File: src/rtl/fbit_err_pkg.sv
package fbit_err_pkg;

  typedef enum logic [1:0] {
    SLOT_NONE = 2'd0,
    SLOT_FPS  = 2'd1,
    SLOT_FT   = 2'd2,
    SLOT_FS   = 2'd3
  } slot_kind_e;

  localparam int PAT_LEN = 6;
  localparam int POS_W   = 3;

  // Expected bits, leftmost first in the superframe.
  localparam logic [PAT_LEN-1:0] PAT_FPS = 6'b001011;
  localparam logic [PAT_LEN-1:0] PAT_FT  = 6'b101010;
  localparam logic [PAT_LEN-1:0] PAT_FS  = 6'b001110;

endpackage

File: src/rtl/fbit_rst_sync.sv
module fbit_rst_sync #(
  parameter int STAGES = 2
) (
  input  logic clk,
  input  logic rst_n,
  output logic rst_sync_n
);

  logic [STAGES-1:0] sync_q;
  logic [STAGES-1:0] sync_d;

  always_comb begin
    sync_d = {sync_q[STAGES-2:0], 1'b1};
  end

  always_ff @(posedge clk or negedge rst_n) begin
    if (!rst_n) begin
      sync_q <= '0;
    end else begin
      sync_q <= sync_d;
    end
  end

  assign rst_sync_n = sync_q[STAGES-1];

endmodule

File: src/rtl/fbit_slot_decode.sv
module fbit_slot_decode
  import fbit_err_pkg::*;
#(
  parameter int FRM_W    = 5,
  parameter int ESF_FRMS = 24,
  parameter int D4_FRMS  = 12,
  parameter int ESF_STEP = 4
) (
  input  logic [FRM_W-1:0] frame_idx,
  input  logic             esf_mode,
  input  logic             fs_chk_en,
  output slot_kind_e       slot_kind,
  output logic [POS_W-1:0] slot_pos
);

  localparam int STEP_W = $clog2(ESF_STEP);
  localparam logic [STEP_W-1:0] STEP_LAST = STEP_W'(ESF_STEP - 1);
  localparam logic [FRM_W-1:0] ESF_LIM = FRM_W'(ESF_FRMS);
  localparam logic [FRM_W-1:0] D4_LIM  = FRM_W'(D4_FRMS);

  logic esf_in_range;
  logic d4_in_range;
  logic esf_on_step;

  always_comb begin
    esf_in_range = (frame_idx < ESF_LIM);
    d4_in_range  = (frame_idx < D4_LIM);
    esf_on_step  = (frame_idx[STEP_W-1:0] == STEP_LAST);
  end

  always_comb begin
    slot_kind = SLOT_NONE;
    slot_pos  = '0;
    if (esf_mode) begin
      if (esf_in_range && esf_on_step) begin
        slot_kind = SLOT_FPS;
        slot_pos  = POS_W'(frame_idx >> STEP_W);
      end
    end else if (d4_in_range) begin
      slot_pos = POS_W'(frame_idx >> 1);
      if (!frame_idx[0]) begin
        slot_kind = SLOT_FT;
      end else if (fs_chk_en) begin
        slot_kind = SLOT_FS;
      end
    end
  end

endmodule

File: src/rtl/fbit_pat_rom.sv
module fbit_pat_rom #(
  parameter int                 PAT_LEN = 6,
  parameter int                 POS_W   = 3,
  parameter logic [PAT_LEN-1:0] PAT     = '0
) (
  input  logic [POS_W-1:0] pos,
  output logic             exp_bit
);

  always_comb begin
    exp_bit = 1'b0;
    for (int i = 0; i < PAT_LEN; i++) begin
      if (pos == POS_W'(i)) begin
        exp_bit = PAT[PAT_LEN-1-i];
      end
    end
  end

endmodule

File: src/rtl/fbit_sat_cnt.sv
module fbit_sat_cnt #(
  parameter int CNT_W = 8
) (
  input  logic             clk,
  input  logic             rst_n,
  input  logic             inc,
  input  logic             clr,
  output logic [CNT_W-1:0] cnt
);

  localparam logic [CNT_W-1:0] CNT_MAX = {CNT_W{1'b1}};
  localparam logic [CNT_W-1:0] CNT_ONE = CNT_W'(1);

  logic [CNT_W-1:0] cnt_q;
  logic [CNT_W-1:0] cnt_nxt;
  logic             cnt_en;
  logic             at_max;

  always_comb begin
    at_max  = (cnt_q == CNT_MAX);
    cnt_nxt = cnt_q;
    cnt_en  = 1'b0;
    if (clr) begin
      cnt_en  = 1'b1;
      cnt_nxt = inc ? CNT_ONE : '0;
    end else if (inc && !at_max) begin
      cnt_en  = 1'b1;
      cnt_nxt = cnt_q + CNT_ONE;
    end
  end

  always_ff @(posedge clk or negedge rst_n) begin
    if (!rst_n) begin
      cnt_q <= '0;
    end else if (cnt_en) begin
      cnt_q <= cnt_nxt;
    end
  end

  assign cnt = cnt_q;

endmodule

File: src/rtl/fbit_err_counter.sv
module fbit_err_counter
  import fbit_err_pkg::*;
#(
  parameter int FRM_W = 5,
  parameter int CNT_W = 8
) (
  input  logic             clk,
  input  logic             rst_n,
  input  logic             fbit_stb,
  input  logic             fbit_val,
  input  logic [FRM_W-1:0] frame_idx,
  input  logic             esf_mode,
  input  logic             fs_chk_en,
  input  logic             sync_ok,
  input  logic             clr_stb,
  output logic [CNT_W-1:0] err_cnt
);

  logic             rst_sync_n;
  slot_kind_e       slot_kind;
  logic [POS_W-1:0] slot_pos;
  logic [2:0]       pat_bits;
  logic             exp_bit;
  logic             err_hit;

  fbit_rst_sync #(.STAGES(2)) u_rst (
    .clk        (clk),
    .rst_n      (rst_n),
    .rst_sync_n (rst_sync_n)
  );

  fbit_slot_decode #(
    .FRM_W    (FRM_W),
    .ESF_FRMS (4 * PAT_LEN),
    .D4_FRMS  (2 * PAT_LEN),
    .ESF_STEP (4)
  ) u_dec (
    .frame_idx (frame_idx),
    .esf_mode  (esf_mode),
    .fs_chk_en (fs_chk_en),
    .slot_kind (slot_kind),
    .slot_pos  (slot_pos)
  );

  for (genvar g = 0; g < 3; g++) begin : g_pat
    localparam logic [PAT_LEN-1:0] SEL_PAT =
      (g == 0) ? PAT_FPS : ((g == 1) ? PAT_FT : PAT_FS);
    fbit_pat_rom #(
      .PAT_LEN (PAT_LEN),
      .POS_W   (POS_W),
      .PAT     (SEL_PAT)
    ) u_rom (
      .pos     (slot_pos),
      .exp_bit (pat_bits[g])
    );
  end

  always_comb begin
    unique case (slot_kind)
      SLOT_FPS: exp_bit = pat_bits[0];
      SLOT_FT:  exp_bit = pat_bits[1];
      SLOT_FS:  exp_bit = pat_bits[2];
      default:  exp_bit = fbit_val;
    endcase
    err_hit = fbit_stb && sync_ok && (slot_kind != SLOT_NONE) && (fbit_val != exp_bit);
  end

  fbit_sat_cnt #(.CNT_W(CNT_W)) u_cnt (
    .clk   (clk),
    .rst_n (rst_sync_n),
    .inc   (err_hit),
    .clr   (clr_stb),
    .cnt   (err_cnt)
  );

endmodule

File: config.mk
export PLATFORM = sky130hd
export DESIGN_NAME = fbit_err_counter
export DESIGN_NICKNAME = d
export VERILOG_FILES = /design/src/rtl/fbit_err_pkg.sv /design/src/rtl/fbit_rst_sync.sv /design/src/rtl/fbit_slot_decode.sv /design/src/rtl/fbit_pat_rom.sv /design/src/rtl/fbit_sat_cnt.sv /design/src/rtl/fbit_err_counter.sv
export SDC_FILE = /design/constraint.sdc
export NUM_CORES = 1
export LEC_CHECK = 0
export ABC_AREA = 1
export BUFFER_PORTS_ARGS = -buffer_cell sky130_fd_sc_hd__clkbuf_2
export CORE_UTILIZATION = 45
export CTS_CLUSTER_DIAMETER = 60
export DETAILED_ROUTE_END_ITERATION = 8
export GPL_TIMING_DRIVEN = 0
export PLACE_DENSITY = 0.78
export SLEW_MARGIN = 30
export SYNTH_ARGS = -nofsm -noshare
export SYNTH_HDL_FRONTEND = slang
export SYNTH_SLANG_ARGS = --single-unit
File: constraint.sdc
create_clock -name clk -period 0.8 [get_ports clk]
set_input_delay 0.08 -clock clk [delete_from_list [all_inputs] [get_ports clk]]
set_output_delay 0.08 -clock clk [all_outputs]
set_load 0.005 [all_outputs]
Word level (Yosys, flattened, before mapping)
Cells that the tools add are included.

storage, ports and cells
  register bits = 10
  logic and storage cells = 53

operators by class
  add/sub/neg operators = 1
  mux-type cells = 27
  eq/ne operators = 11
  reduce and logical (&&, ||, !) cells = 10
  order comparisons = 2

operators with widths
  kind                 number
  $mux 1               17
  $mux 8               2
  $mux 3               3
  $add 8x1->8 const B  1
  $eq 8x8->1 const B   1
  $mux 2               4
  $eq 2x2->1 const B   3
  $eq 3x2->1 const B   2
  $eq 3x3->1 const B   2
  $logic_and 1x1->1    5
  $lt 5x4->1 const B   1
  $lt 5x5->1 const B   1
  $reduce_bool 2->1    2
  $eq 3x1->1 const B   1
  $logic_not 3->1      1
  $pmux 1 s3           1
  $eq 2x1->1 const B   1
  $reduce_and 2->1     1
  $logic_not 1->1      1
  $ne 1x1->1           1

Depth between registers and ports, before layout
  depth after elaboration = 18
  mapped depth = 12
  depth with buffers taken out = 12

Hierarchy
From an unflattened synthesis, not the netlist that was laid out.

unflattened totals
  cells, all modules = 121
  area total of the unflattened synthesis = 775.7 sq um

modules (own cells, without submodules)
  module                         instances  area each (sq um)  cells an instance  seq. area each (sq um)
  fbit_sat_cnt                   1          508.0              71                 200.2
  fbit_slot_decode               1          96.3               22                 0.0
  fbit_err_counter               1          66.3               13                 0.0
  fbit_rst_sync                  1          53.8               3                  50.0
  fbit_pat_rom (g_pat[0].u_rom)  1          23.8               6                  0.0
  fbit_pat_rom (g_pat[2].u_rom)  1          18.8               5                  0.0
  fbit_pat_rom (g_pat[1].u_rom)  1          8.8                1                  0.0

Worst setup path after synthesis
OpenSTA, ideal clock, no wires.

  kind = register to register
  from = reg u_cnt.cnt_q[0] (netlist: u_cnt.cnt[0])
  to = reg u_cnt.cnt_q[5] (netlist: u_cnt.cnt[5])
  arrival time = 1313 ps
  data required time = 682 ps
  path buffers = 0
  stages on the path, launching flop included = 9
  path slack = -631 ps
  path through = dfrtp_1 -> ha_1 -> nand3_1 -> nor2_1 -> nand4_1 -> nand4_4 -> nand2_4 -> nand2_1 -> nand2_1

on the way
  longest elaborated chain between the ends = 6
  elaborated cells between the ends (all ways) = 10
  classes of those cells = 1 x add/sub; 1 x eq/ne; 4 x mux; 4 x reduce/logical

ends and longest elaborated chain
  item                                                                 line                RTL
  from (decl)                                                          fbit_sat_cnt.sv:14  logic [CNT_W-1:0] cnt_q;
  from (signal assigned)                                               fbit_sat_cnt.sv:36  cnt_q <= cnt_nxt;
  parallel branches: the longest is 6 deep, another holds $add 8x1->8  --

Several ways; the timed one is not identified. The select of a mux whose other input is x is not followed.
A chain may end at the register's enable or synchronous reset.

Final worst setup path
  from = reg u_cnt.cnt_q[1] (netlist: u_cnt.cnt[1])
  to = reg u_cnt.cnt_q[4] (netlist: u_cnt.cnt[4])

Same word-level chain as after synthesis.

==> flow_metrics.env <==
export IMPL_preCtsSetupSlack_ns=-0.737
export IMPL_vdd_ir_drop_max_uv=864
export IMPL_cts_max_level=1
export IMPL_fin_crit_sh=1.74
export IMPL_synth_edf_count=0
export IMPL_grt_overflow_total=0
export IMPL_yosysTopAreaCell="dfrtp_1"
export IMPL_synthAdderAreaFrac=0.0173
export IMPL_start_util=0.479
export IMPL_core_um2=1510
export IMPL_rsz0062_at_grt="yes"
export IMPL_die_h_um=42.1
export IMPL_max_clock_freq_ghz=0.720
export IMPL_clockRootBuffer="clkbuf_4"
export IMPL_cts_buffer_depth=2
export IMPL_gr_usage_all_layers=0.225
export IMPL_dieArea_um2=1770
export IMPL_synth_distinct_cells=23
export IMPL_startpoint="u_cnt.cnt[1]$_DFFE_PN0P_"
export IMPL_first_pass_iters=4
export IMPL_synth_xor_area_share=0.0364
export IMPL_powerDensity_nw_per_um2=1190
export IMPL_clock_skew_ns=0.0102
export IMPL_crit_type="register to register"
export IMPL_synthMuxAreaShare=0
export IMPL_worst_setup_path_start_kind="register"
export IMPL_path_clk_slew_ns=0.07
export IMPL_cts_buffers_inserted=3
export IMPL_path_delay_family="simple AND/OR/NAND/NOR gates"
export IMPL_ant_nets=0
export IMPL_nNetsFinal=157
export IMPL_yosys_area_share_simple=0.496
export IMPL_finalCriticalPeriod_ns=1.39
export IMPL_yosysSeqAreaShare=0.347
export IMPL_remaining_drc_errors=0
export IMPL_gp_congestion=0.925
export IMPL_io_buffers=19
export IMPL_final_max_slew_violation_count=0
export IMPL_dp_hpwl_mm=1.16
export IMPL_cp_data_required_time_ns=0.96
export IMPL_syn_area_um2=722
export IMPL_grt_pass1_vias=739
export IMPL_worstPathCellList="ha_2, nand3_2, nor2_2, nand4_1, nand4_4, nand2_4, nand2_1, nand2_1"
export IMPL_worstReg2RegStart="u_cnt.cnt[1]$_DFFE_PN0P_"
export IMPL_leakage_nw=0.536
export IMPL_synth_cells=104
export IMPL_cp_end_kind="register"
export IMPL_hp_class="register to asynchronous set/reset pin"
export IMPL_crit_fanout=8
export IMPL_drt_wl_total_mm=1.74
export IMPL_worst_path_buf_inv=0
export IMPL_cp_slowest_cell="dfrtp_1"
export IMPL_synth_nets=118
export IMPL_clkSinkCount=10
export IMPL_pin_count=21
export IMPL_setup_viol=16
export IMPL_rows=14
export IMPL_dpl_instance_area_um2=847
export IMPL_areaGrowthSynthToFinish_pct=41.8
export IMPL_vias=806
export IMPL_synthTopCellsByArea="dfrtp_1, nand2_1, nand3_1, nor2_1, nand4_1"
export IMPL_synth_flop_cell="dfrtp_1"
export IMPL_grt_first_pass_wirelength_mm=3.06
export IMPL_drive_gt1_frac=0.362
export IMPL_n_antenna_cell=0
export IMPL_synth_top_family_by_area="simple AND/OR/NAND/NOR gates"
export IMPL_antenna_found_initial=0
export IMPL_fin_area_um2=1020
export IMPL_hold_viol_final=0
export IMPL_maxCapViolCount=0
export IMPL_grt_max_degree=11
export IMPL_status="finished with violations"
export IMPL_synth_compound_area_share=0.0520
export IMPL_viasPerCell=5.13
export IMPL_worstReg2RegEnd="u_cnt.cnt[4]$_DFFE_PN0P_"
export IMPL_ys_seq_elements=10
export IMPL_path_common_cell="nand2_1"
export IMPL_synth_avg_cell_area_um2=6.94
export IMPL_synth_commonest_cells="nand2_1, nand3_1, dfrtp_1, nor2_1, inv_1"
export IMPL_synthArstFlopShare=1.00
export IMPL_yosysMostFrequentCell="nand2_1"
export IMPL_drt_wirelength_per_cell_um=11.1
export IMPL_crit_arrival_ns=1.55
export IMPL_worstRegToRegCells=8
export IMPL_cp_depth=8
export IMPL_violations="negative setup slack"
export IMPL_yosysTopAreaCellShare=0.347
export IMPL_cts_tree="yes"
export IMPL_die_width_um=42.1
export IMPL_reg2reg_slack_ns=-0.59
export IMPL_ys_warn_count=0
export IMPL_clock_latency_ns=0.27
export IMPL_setup_slack_ns=-0.590
export IMPL_max_stage_delay_ns=0.36
export IMPL_drt_iter0_markers=39
-- placed cells by master, fill, tap and decap left out, drive strengths merged, types with 2 or more instances in the layout --
cell type and n:
nand2 36, clkbuf 22, nand3 15, buf 15, nor2 10, dfrtp 10
inv 7, nand4 6, a21oi 5, nor3b 3, xnor2 2
-- cell families after synthesis --
logic type | count (synthesis)
other cells | 1
simple gates | 74
fa+ha+maj | 1
buf+inv | 9
xor+xnor | 3
flops | 10
compound gates | 6
-- state kept, by name, indices dropped and copies added, names as in the netlist --
register and count:
u_rst.sync_q 2, u_cnt.cnt 8
-- per-stage QoR --
stage	hold WS [ns]	TNS, ns	utilization	total power [mW]	cells
global route	0.132	-7.14	0.679	1.30	157
CTS	0.132	-5.92	0.648	1.20	153
floorplan	-0.216	-4.51	-	0.719	104
detailed placement	-0.131	-5.79	0.562	0.816	139
global placement	-0.135	-5.55	0.562	0.807	139
finish	0.124	-5.85	0.679	1.22	157
-- per-layer routing --
metal / track usage / part of all wire / up-vias
met4: 0.0438 / 0 / 0
met2: 0.341 / 0.48 / 21
met5: 0 / 0 / -
li1: - / - / 419
met3: 0.0819 / 0.055 / 0
met1: 0.312 / 0.47 / 366
-- what timing repair did --
action | CTS | global route
pin swaps | 7 | 5
hold buffers | 1 | 0
hold endpoints to repair | 2 | 0
gates cloned | 0 | 0
buffers inserted | 10 | 5
resized for setup | 3 | 6
setup endpoints to repair | 16 | 16
-- worst max-delay path by stage --
stage                                           to  slack (ns)
after floorplan           u_cnt.cnt[5]$_DFFE_PN0P_       -0.56
after global placement    u_cnt.cnt[0]$_DFFE_PN0P_       -0.70
after detailed placement  u_cnt.cnt[2]$_DFFE_PN0P_       -0.74
after CTS                 u_cnt.cnt[2]$_DFFE_PN0P_       -0.61
after global routing      u_cnt.cnt[4]$_DFFE_PN0P_       -0.71
final                     u_cnt.cnt[4]$_DFFE_PN0P_       -0.59
-- cell type report --
class	instances	area (µm²)
fill	131	483
clock buffer	3	22.5
tap	16	20.0
timing repair buffer	34	236
inverter	8	30.0
multi-input combinational	85	458
sequential	10	253
buffer	1	3.75
-- worst reg2reg max path, stage by stage (launching register included) --
cell     delay [ns]
dfrtp_1        0.36
ha_2           0.19
nand3_2        0.10
nor2_2         0.10
nand4_1        0.14
nand4_4        0.14
nand2_4        0.11
nand2_1        0.09
nand2_1        0.05
-- where the power goes --
part           switching (mW)  internal [mW]
Clock                   0.165          0.173
Combinational           0.167          0.149
Sequential             0.0277          0.533
Total                   0.360          0.856
No activity file was read; power rests on OpenSTA's default activity.
